<file path="src/rtl/lis_pkg.sv">
package lis_pkg;

    localparam int WORD_W = 34;

    localparam logic [WORD_W-1:0] WAKE_CODE  = 34'h2_A5A5_5A5A;
    localparam logic [WORD_W-1:0] ALIGN_CODE = 34'h1_F0C3_3C0F;

    localparam int NUM_ERR_KIND = 4;

    typedef enum logic [1:0] {
        PS_QUIET = 2'b00,
        PS_ALIGN = 2'b01,
        PS_IDLE  = 2'b10
    } port_state_t;

    typedef enum logic [1:0] {
        EK_LINK = 2'd0,
        EK_TX   = 2'd1,
        EK_DATA = 2'd2,
        EK_CELL = 2'd3
    } err_kind_t;

    typedef struct packed {
        logic wake;
        logic aligned;
    } rx_class_t;

    function automatic rx_class_t classify_word(input logic [WORD_W-1:0] w);
        rx_class_t c;
        c.wake    = (w == WAKE_CODE);
        c.aligned = (w == ALIGN_CODE);
        return c;
    endfunction

endpackage

</file>
<file path="src/rtl/lis_port_fsm.sv">
module lis_port_fsm
    import lis_pkg::*;
(
    input  logic              clk,
    input  logic              rst,
    input  logic              en,
    input  logic [WORD_W-1:0] rx_word,
    input  logic              link_fault,
    output port_state_t       state
);

    rx_class_t   cls;
    port_state_t nxt;

    always_comb begin
        cls = classify_word(rx_word);
        nxt = state;
        if (!en) begin
            nxt = PS_QUIET;
        end else if (cls.wake) begin
            nxt = PS_ALIGN;
        end else if (link_fault && state != PS_QUIET) begin
            nxt = PS_ALIGN;
        end else if (state == PS_ALIGN && cls.aligned) begin
            nxt = PS_IDLE;
        end
    end

    always_ff @(posedge clk) begin
        if (rst) state <= PS_QUIET;
        else     state <= nxt;
    end

endmodule

</file>
<file path="src/rtl/lis_err_bank.sv">
module lis_err_bank #(
    parameter int N = 16
) (
    input  logic         clk,
    input  logic         rst,
    input  logic [N-1:0] set_strobe,
    input  logic         wipe,
    output logic [N-1:0] q
);

    always_ff @(posedge clk) begin
        if (rst) q <= '0;
        else     q <= (wipe ? '0 : q) | set_strobe;
    end

endmodule

</file>
<file path="src/rtl/lis_done_gate.sv">
module lis_done_gate #(
    parameter int N = 16
) (
    input  logic         clk,
    input  logic         rst,
    input  logic [N-1:0] en,
    input  logic [N-1:0] synced,
    output logic         irq,
    output logic         wipe
);

    logic all_ok;

    assign all_ok = (&(synced | ~en)) & (|en);
    assign wipe   = all_ok & ~irq;

    always_ff @(posedge clk) begin
        if (rst) irq <= 1'b0;
        else     irq <= all_ok;
    end

endmodule

</file>
<file path="src/rtl/link_init_sup.sv">
module link_init_sup
    import lis_pkg::*;
#(
    parameter int NPORTS = 16
) (
    input  logic                     clk,
    input  logic                     rst,
    input  logic [NPORTS-1:0]        port_en,
    input  logic [NPORTS*WORD_W-1:0] rx_words,
    input  logic [NPORTS-1:0]        err_link,
    input  logic [NPORTS-1:0]        err_tx,
    input  logic [NPORTS-1:0]        err_data,
    input  logic [NPORTS-1:0]        err_cell,
    output logic [NPORTS*2-1:0]      tx_sel,
    output logic                     irq,
    output logic [NPORTS-1:0]        link_err_q,
    output logic [NPORTS-1:0]        tx_err_q,
    output logic [NPORTS-1:0]        data_err_q,
    output logic [NPORTS-1:0]        cell_err_q
);

    localparam int SEL_W = 2;

    port_state_t                  pstate [NPORTS];
    logic [NPORTS-1:0]            synced;
    logic                         wipe;
    logic [NUM_ERR_KIND-1:0][NPORTS-1:0] err_in;
    logic [NUM_ERR_KIND-1:0][NPORTS-1:0] err_q;

    for (genvar i = 0; i < NPORTS; i++) begin : g_port
        lis_port_fsm u_fsm (
            .clk        (clk),
            .rst        (rst),
            .en         (port_en[i]),
            .rx_word    (rx_words[i*WORD_W +: WORD_W]),
            .link_fault (err_link[i]),
            .state      (pstate[i])
        );
        assign synced[i]                 = (pstate[i] == PS_IDLE);
        assign tx_sel[i*SEL_W +: SEL_W]  = pstate[i];
    end

    lis_done_gate #(.N(NPORTS)) u_done (
        .clk    (clk),
        .rst    (rst),
        .en     (port_en),
        .synced (synced),
        .irq    (irq),
        .wipe   (wipe)
    );

    assign err_in[EK_LINK] = err_link;
    assign err_in[EK_TX]   = err_tx;
    assign err_in[EK_DATA] = err_data;
    assign err_in[EK_CELL] = err_cell;

    for (genvar k = 0; k < NUM_ERR_KIND; k++) begin : g_err
        lis_err_bank #(.N(NPORTS)) u_bank (
            .clk        (clk),
            .rst        (rst),
            .set_strobe (err_in[k]),
            .wipe       (wipe),
            .q          (err_q[k])
        );
    end

    assign link_err_q = err_q[EK_LINK];
    assign tx_err_q   = err_q[EK_TX];
    assign data_err_q = err_q[EK_DATA];
    assign cell_err_q = err_q[EK_CELL];

endmodule

</file>
<file path="config.mk">
export PLATFORM = sky130hd
export DESIGN_NAME = link_init_sup
export DESIGN_NICKNAME = d
export VERILOG_FILES = /design/src/rtl/lis_pkg.sv /design/src/rtl/lis_port_fsm.sv /design/src/rtl/lis_err_bank.sv /design/src/rtl/lis_done_gate.sv /design/src/rtl/link_init_sup.sv
export SDC_FILE = /design/constraint.sdc
export NUM_CORES = 1
export LEC_CHECK = 0
export BUFFER_PORTS_ARGS = -buffer_cell sky130_fd_sc_hd__clkbuf_2
export CAP_MARGIN = 20
export CORE_AREA = 2 2 278 280
export CTS_BUF_LIST = sky130_fd_sc_hd__clkbuf_16
export DETAILED_ROUTE_END_ITERATION = 16
export DIE_AREA = 0 0 280 282
export GPL_ROUTABILITY_DRIVEN = 1
export SLEW_MARGIN = 10
export SYNTH_ARGS = -nofsm -noshare
export SYNTH_HDL_FRONTEND = slang
export SYNTH_SLANG_ARGS = --single-unit
</file>
<file path="constraint.sdc">
create_clock -name clk -period 4.2 [get_ports clk]
set_clock_uncertainty 0.05 [all_clocks]
set_input_delay 0.63 -clock clk [delete_from_list [all_inputs] [get_ports clk]]
set_output_delay 0.63 -clock clk [all_outputs]
set_load 0.02 [all_outputs]
</file>
* Word-level counts from Yosys, hierarchy flattened
Index checks and enable logic that the tools add are counted.
Widths: inputs -> output; s select.
** Storage, ports and cells
- Bits of input ports :: 626
- Logic and storage cells :: 276
- Output and inout port bits :: 97
- Bits in registers :: 97
** Operators by class
- Reduce and logical (&&, ||, !) cells :: 98
- Mux-type cells :: 52
- Equal/unequal tests :: 64
- Bitwise logic cells :: 25
** Operators with widths (number)
- $eq 34x33->1 const B :: 16
- $eq 34x34->1 const B :: 16
- $or 16x16->16 :: 5
- $mux 16 :: 4
- $reduce_or 4->1 :: 16
- $mux 1 :: 48
- $reduce_bool 3->1 :: 16
- $eq 2x1->1 const B :: 16
- $eq 2x2->1 const B :: 16
- $logic_and 1x1->1 :: 32
- $reduce_bool 2->1 :: 16
- $reduce_or 2->1 :: 16
- $not 1->1 :: 17
- $not 16->16 :: 1
- $reduce_and 16->1 :: 1
- $reduce_or 16->1 :: 1
- $and 1x1->1 :: 2

* Logic depth before layout (Yosys ltp)
- Depth in word-level cells :: 7
- Mapped depth :: 7
- Depth with buffers taken out :: 5

* Cells and area by module
From an unflattened synthesis, not the netlist that was laid out.
** Unflattened totals
- Cell total of the unflattened synthesis :: 765
- Area, all modules :: 6817.8 µm²
** Modules (own cells, without submodules)
- lis_port_fsm :: area each 251.5 µm², seq. area each 40.0 µm², times used 16, cells each 28
- lis_err_bank :: area each 593.1 µm², seq. area each 320.3 µm², times used 4, cells each 67
- link_init_sup :: area each 220.2 µm², seq. area each 0.0 µm², times used 1, cells each 16
- lis_done_gate :: area each 201.4 µm², seq. area each 20.0 µm², times used 1, cells each 33

* Worst setup path after synthesis
Ideal clock, no wire load.
- Path type :: input-to-reg
- From :: input rx_words[4]
- To :: register g_port[0].u_fsm.state[0]
- Setup slack :: 2.357 ns
- Arrival time :: 1.677 ns
- Data required time :: 4.034 ns
- Library setup time :: 0.116 ns
- Cell stages on the path :: 4
- Path buffers :: 0
- Path through :: or4b_2 > nor4_1 > nand2b_1 > a21oi_1
** Between the ends
- Longest elaborated chain between the ends :: 3
- Elaborated cells on any way between the ends :: 5
- Classes of those cells :: eq/ne: 2; mux: 1; reduce/logical: 2
** RTL lines
- start: declaration :: line link_init_sup.sv:9 : input logic [NPORTS*WORD_W-1:0] rx_words,
- $eq 34x33->1 :: line lis_pkg.sv:31 : c.aligned = (w == ALIGN_CODE);
- $logic_and 1x1->1 :: line lis_port_fsm.sv:24 : end else if (state == PS_ALIGN && cls.aligned) begin
- $reduce_bool 3->1 (no line)
- end signal: assignment :: line lis_port_fsm.sv:31 : else state <= nxt;
- end: declaration :: line lis_port_fsm.sv:9 : output port_state_t state
Several ways; a longest one is shown, not always the timed one.
A chain may end at the register's enable or synchronous reset.

* Final worst setup path
- From :: register g_port[5].u_fsm.state[1]
- To :: register g_err[0].u_bank.q[6]
** Between the ends
- Longest elaborated chain between the ends :: 7
** RTL lines
- start: declaration :: line lis_port_fsm.sv:9
- start signal: assignment :: line lis_port_fsm.sv:31
- $eq 2x2->1 :: line link_init_sup.sv:39 : assign synced[i] = (pstate[i] == PS_IDLE);
- $or 16x16->16 :: line lis_done_gate.sv:14 : assign all_ok = (&(synced | ~en)) & (|en);
- $reduce_and 16->1 :: line lis_done_gate.sv:14
- $and 1x1->1 :: line lis_done_gate.sv:14
- $and 1x1->1 :: line lis_done_gate.sv:15 : assign wipe = all_ok & ~irq;
- $mux 16 :: line lis_err_bank.sv:13 : else q <= (wipe ? '0 : q) | set_strobe;
- $or 16x16->16 :: line lis_err_bank.sv:13
- end signal: assignment :: line lis_err_bank.sv:13
- end: declaration :: line lis_err_bank.sv:8 : output logic [N-1:0] q
Every way passes these cells.

==> impl_metrics.py <==
metrics = {
    "clock_tree": {
        "clock_sinks": 97,
        "postCtsHoldBufs": 0,
        "clk_latency_ns": 0.39,
        "cts_tree": "done",
        "clockBufferDepth": 2,
        "ctsResizeCount": 0,
        "root_buffer": "clkbuf_16",
        "cts_buffers": 9,
        "cts_max_level": 3,
        "postCtsSetupRepairBufs": 0,
        "cts.clk_slew.worst_paths_ns": 0.08,
    },
    "cells_and_area": {
        "multi_input_area_um2": 4250,
        "nets": 2102,
        "drive_above_1_share_pct": 52.1,
        "seq_area_um2": 1950,
        "nFillCells": 8688,
        "utilization_pct": 15.2,
        "area_growth_pct": 81.5,
    },
    "placed_design": {
        "gp_congestion": 0.966,
        "hpwl_um": 45500,
        "io_buffers": 722,
    },
    "floorplanning": {
        "dieArea_um2": 79000,
        "die_h_um": 282,
        "std_cell_rows": 101,
        "initial_utilization_pct": 8.38,
        "io_pins": 723,
        "core_um2": 75700,
        "chipWidth_um": 280,
    },
    "sta": {
        "relSlewSlack_pct": 27.9,
        "tightestPinTransition_ns": 1.08,
        "hold_viol": 0,
        "rsz0062_at_grt": "false",
        "fin_crit_ns": 2.79,
        "setup_viol": 0,
        "slew_viol_final": 0,
        "finalSetupTns_ns": 0,
        "min_period_over_period_pct": 66.4,
        "fmax_mhz": 359,
    },
    "route": {
        "wire_per_inst_um": 20.5,
        "drt_iter0_drc": 335,
        "vias": 9362,
        "routed_wirelength_um": 50800,
        "final_antenna_net_count": 0,
        "viasPerCell": 3.78,
        "dr.pass1.iters": 4,
        "drc_errors": 0,
    },
    "synth": {
        "synth_most_common_cell": "nor2_1",
        "yosys_register_bits": 97,
        "synth_area_leaders": "dfxtp_1, nor4bb_1, nor2_1",
        "synth_edf_count": 0,
        "synthTopCellsByCount": "nor2_1, dfxtp_1, nor4bb_1",
        "yosysWarnings": 0,
        "synth_seq_area_share_pct": 30.6,
        "synthCells": 754,
        "synth_top_area_share_pct": 30.6,
        "synth_largest_area_cell": "dfxtp_1",
        "synth_fp_nets": 1380,
        "async_reset_ff_share_pct": 0,
        "syn-cell-area_um2": 6350,
        "synth_cell_types": 23,
        "synth-main-ff-cell": "dfxtp_1",
        "synth_area_per_cell_um2": 8.42,
    },
    "worst_hold_path": {
        "worstHoldPathType": "reg2reg",
    },
    "grt": {
        "grt_pass1_wl_um": 65900,
        "gr-usage-met1_pct": 14.6,
        "antenna_found_initial": 33,
        "grt_max_degree": 57,
        "overflow": 0,
        "grt.busiest_layer": "met2",
        "use_met2_pct": 19.2,
        "first_global_vias": 9193,
        "met3_usage_pct": 4.34,
        "grt_usage_pct": 12.2,
    },
    "pwr": {
        "p_leak_nw": 5.10,
        "cellPowerDensity_nw_per_um2": 220,
        "ir_drop_mv": 0.187,
    },
    "critical_path": {
        "critical_path.max_fanout": 33,
        "worstPathArrival_ns": 2.98,
        "startpoint_type": "register",
        "worstPathRequired_ns": 4.40,
        "crit_type": "reg2reg",
        "endpoint_kind": "register",
    },
    "outcome": {
        "status": "completed",
    },
    "flow_run": {
        "maxCapViolations": 0,
    },
}
==> worst max-delay path, cell delays in order, from the launching register on <==
cell      delay [ns]
dfxtp_1         0.39
inv_1           0.09
o21ai_0         0.56
nand4_1         0.53
nor4_2          0.35
buf_4           0.50
a211oi_1        0.14
==> report_power, final <==
part,internal (mW),total (mW),switching (mW)
clock,0.415,0.883,0.468
sequential,0.962,0.987,0.0247
combinational,0.331,0.666,0.334
total,1.71,2.54,0.827
==> metal layers <==
metal,up-vias,wire [µm]
met5,-,65
met4,10,2210
met3,73,5450
met2,529,22500
met1,4248,20600
li1,4502,-
==> logic make-up (layout without fill, tap and decap cells) <==
kind of cell	after synthesis	count (layout)	share of synthesized area [%]
flip-flops	97	97	30.6
AO/OA/AOI/OAI	127	127	13.2
AND/OR/NAND/NOR	493	493	53.3
other	0	19	0
buffers and inverters	37	764	2.86
==> flip-flops by register name, summed over array words and instances (netlist names) <==
name                count
g_err.u_bank.q         64
g_port.u_fsm.state     32
u_done.irq              1
==> per-stage QoR <==
stage	hold WS [ns]	power (mW)	area [µm²]	cells	worst slack, ns
after floorplan	0.506	1.20	6350	754	2.36
after global placement	0.434	1.68	11200	2439	0.733
after detailed placement	0.435	1.68	11200	2443	0.819
after CTS	0.407	2.62	11500	2459	0.861
after global routing	0.424	2.69	11500	2470	1.00
final	0.445	2.54	11500	2478	1.41
==> path summary, 6_finish.rpt <==
path                                          startpoint  depth (start not counted)                     to  slack (ns)
worst max-delay path            g_port[5].u_fsm.state[1]                          6   g_err[0].u_bank.q[6]        1.41
worst min-delay path               g_err[0].u_bank.q[15]                          2  g_err[0].u_bank.q[15]        0.44
worst max register to register  g_port[5].u_fsm.state[1]                          6   g_err[0].u_bank.q[6]        1.41
worst min register to register     g_err[0].u_bank.q[15]                          2  g_err[0].u_bank.q[15]        0.44
==> placed cells by master (no fill, tap or decap), drive strengths merged <==
master and instances:
nand4b 17, clkinv 1, diode 19, or4b 16, and4b 32, dfxtp 97, clkinvlp 2, nand3 16
nor4b 50, a211oi 64, nor4 21, nand4 52, nor4bb 78, clkbuf 730, a21oi 16, nor3b 32
o21ai 30, nor2b 1, inv 18, a22oi 1, buf 13, nand2b 34, o21a 16, nor2 144
==> area by class of cell <==
class	instances	area share (%)
repair buffers	734	32.3
inverters	14	0.456
multi-input cells	620	36.9
clock inverters	7	0.521
diodes	19	0.413
well taps	978	10.6
flip-flops and latches	97	16.9
clock buffers	9	1.96
Note: power is estimated with default switching activity, not from simulation.
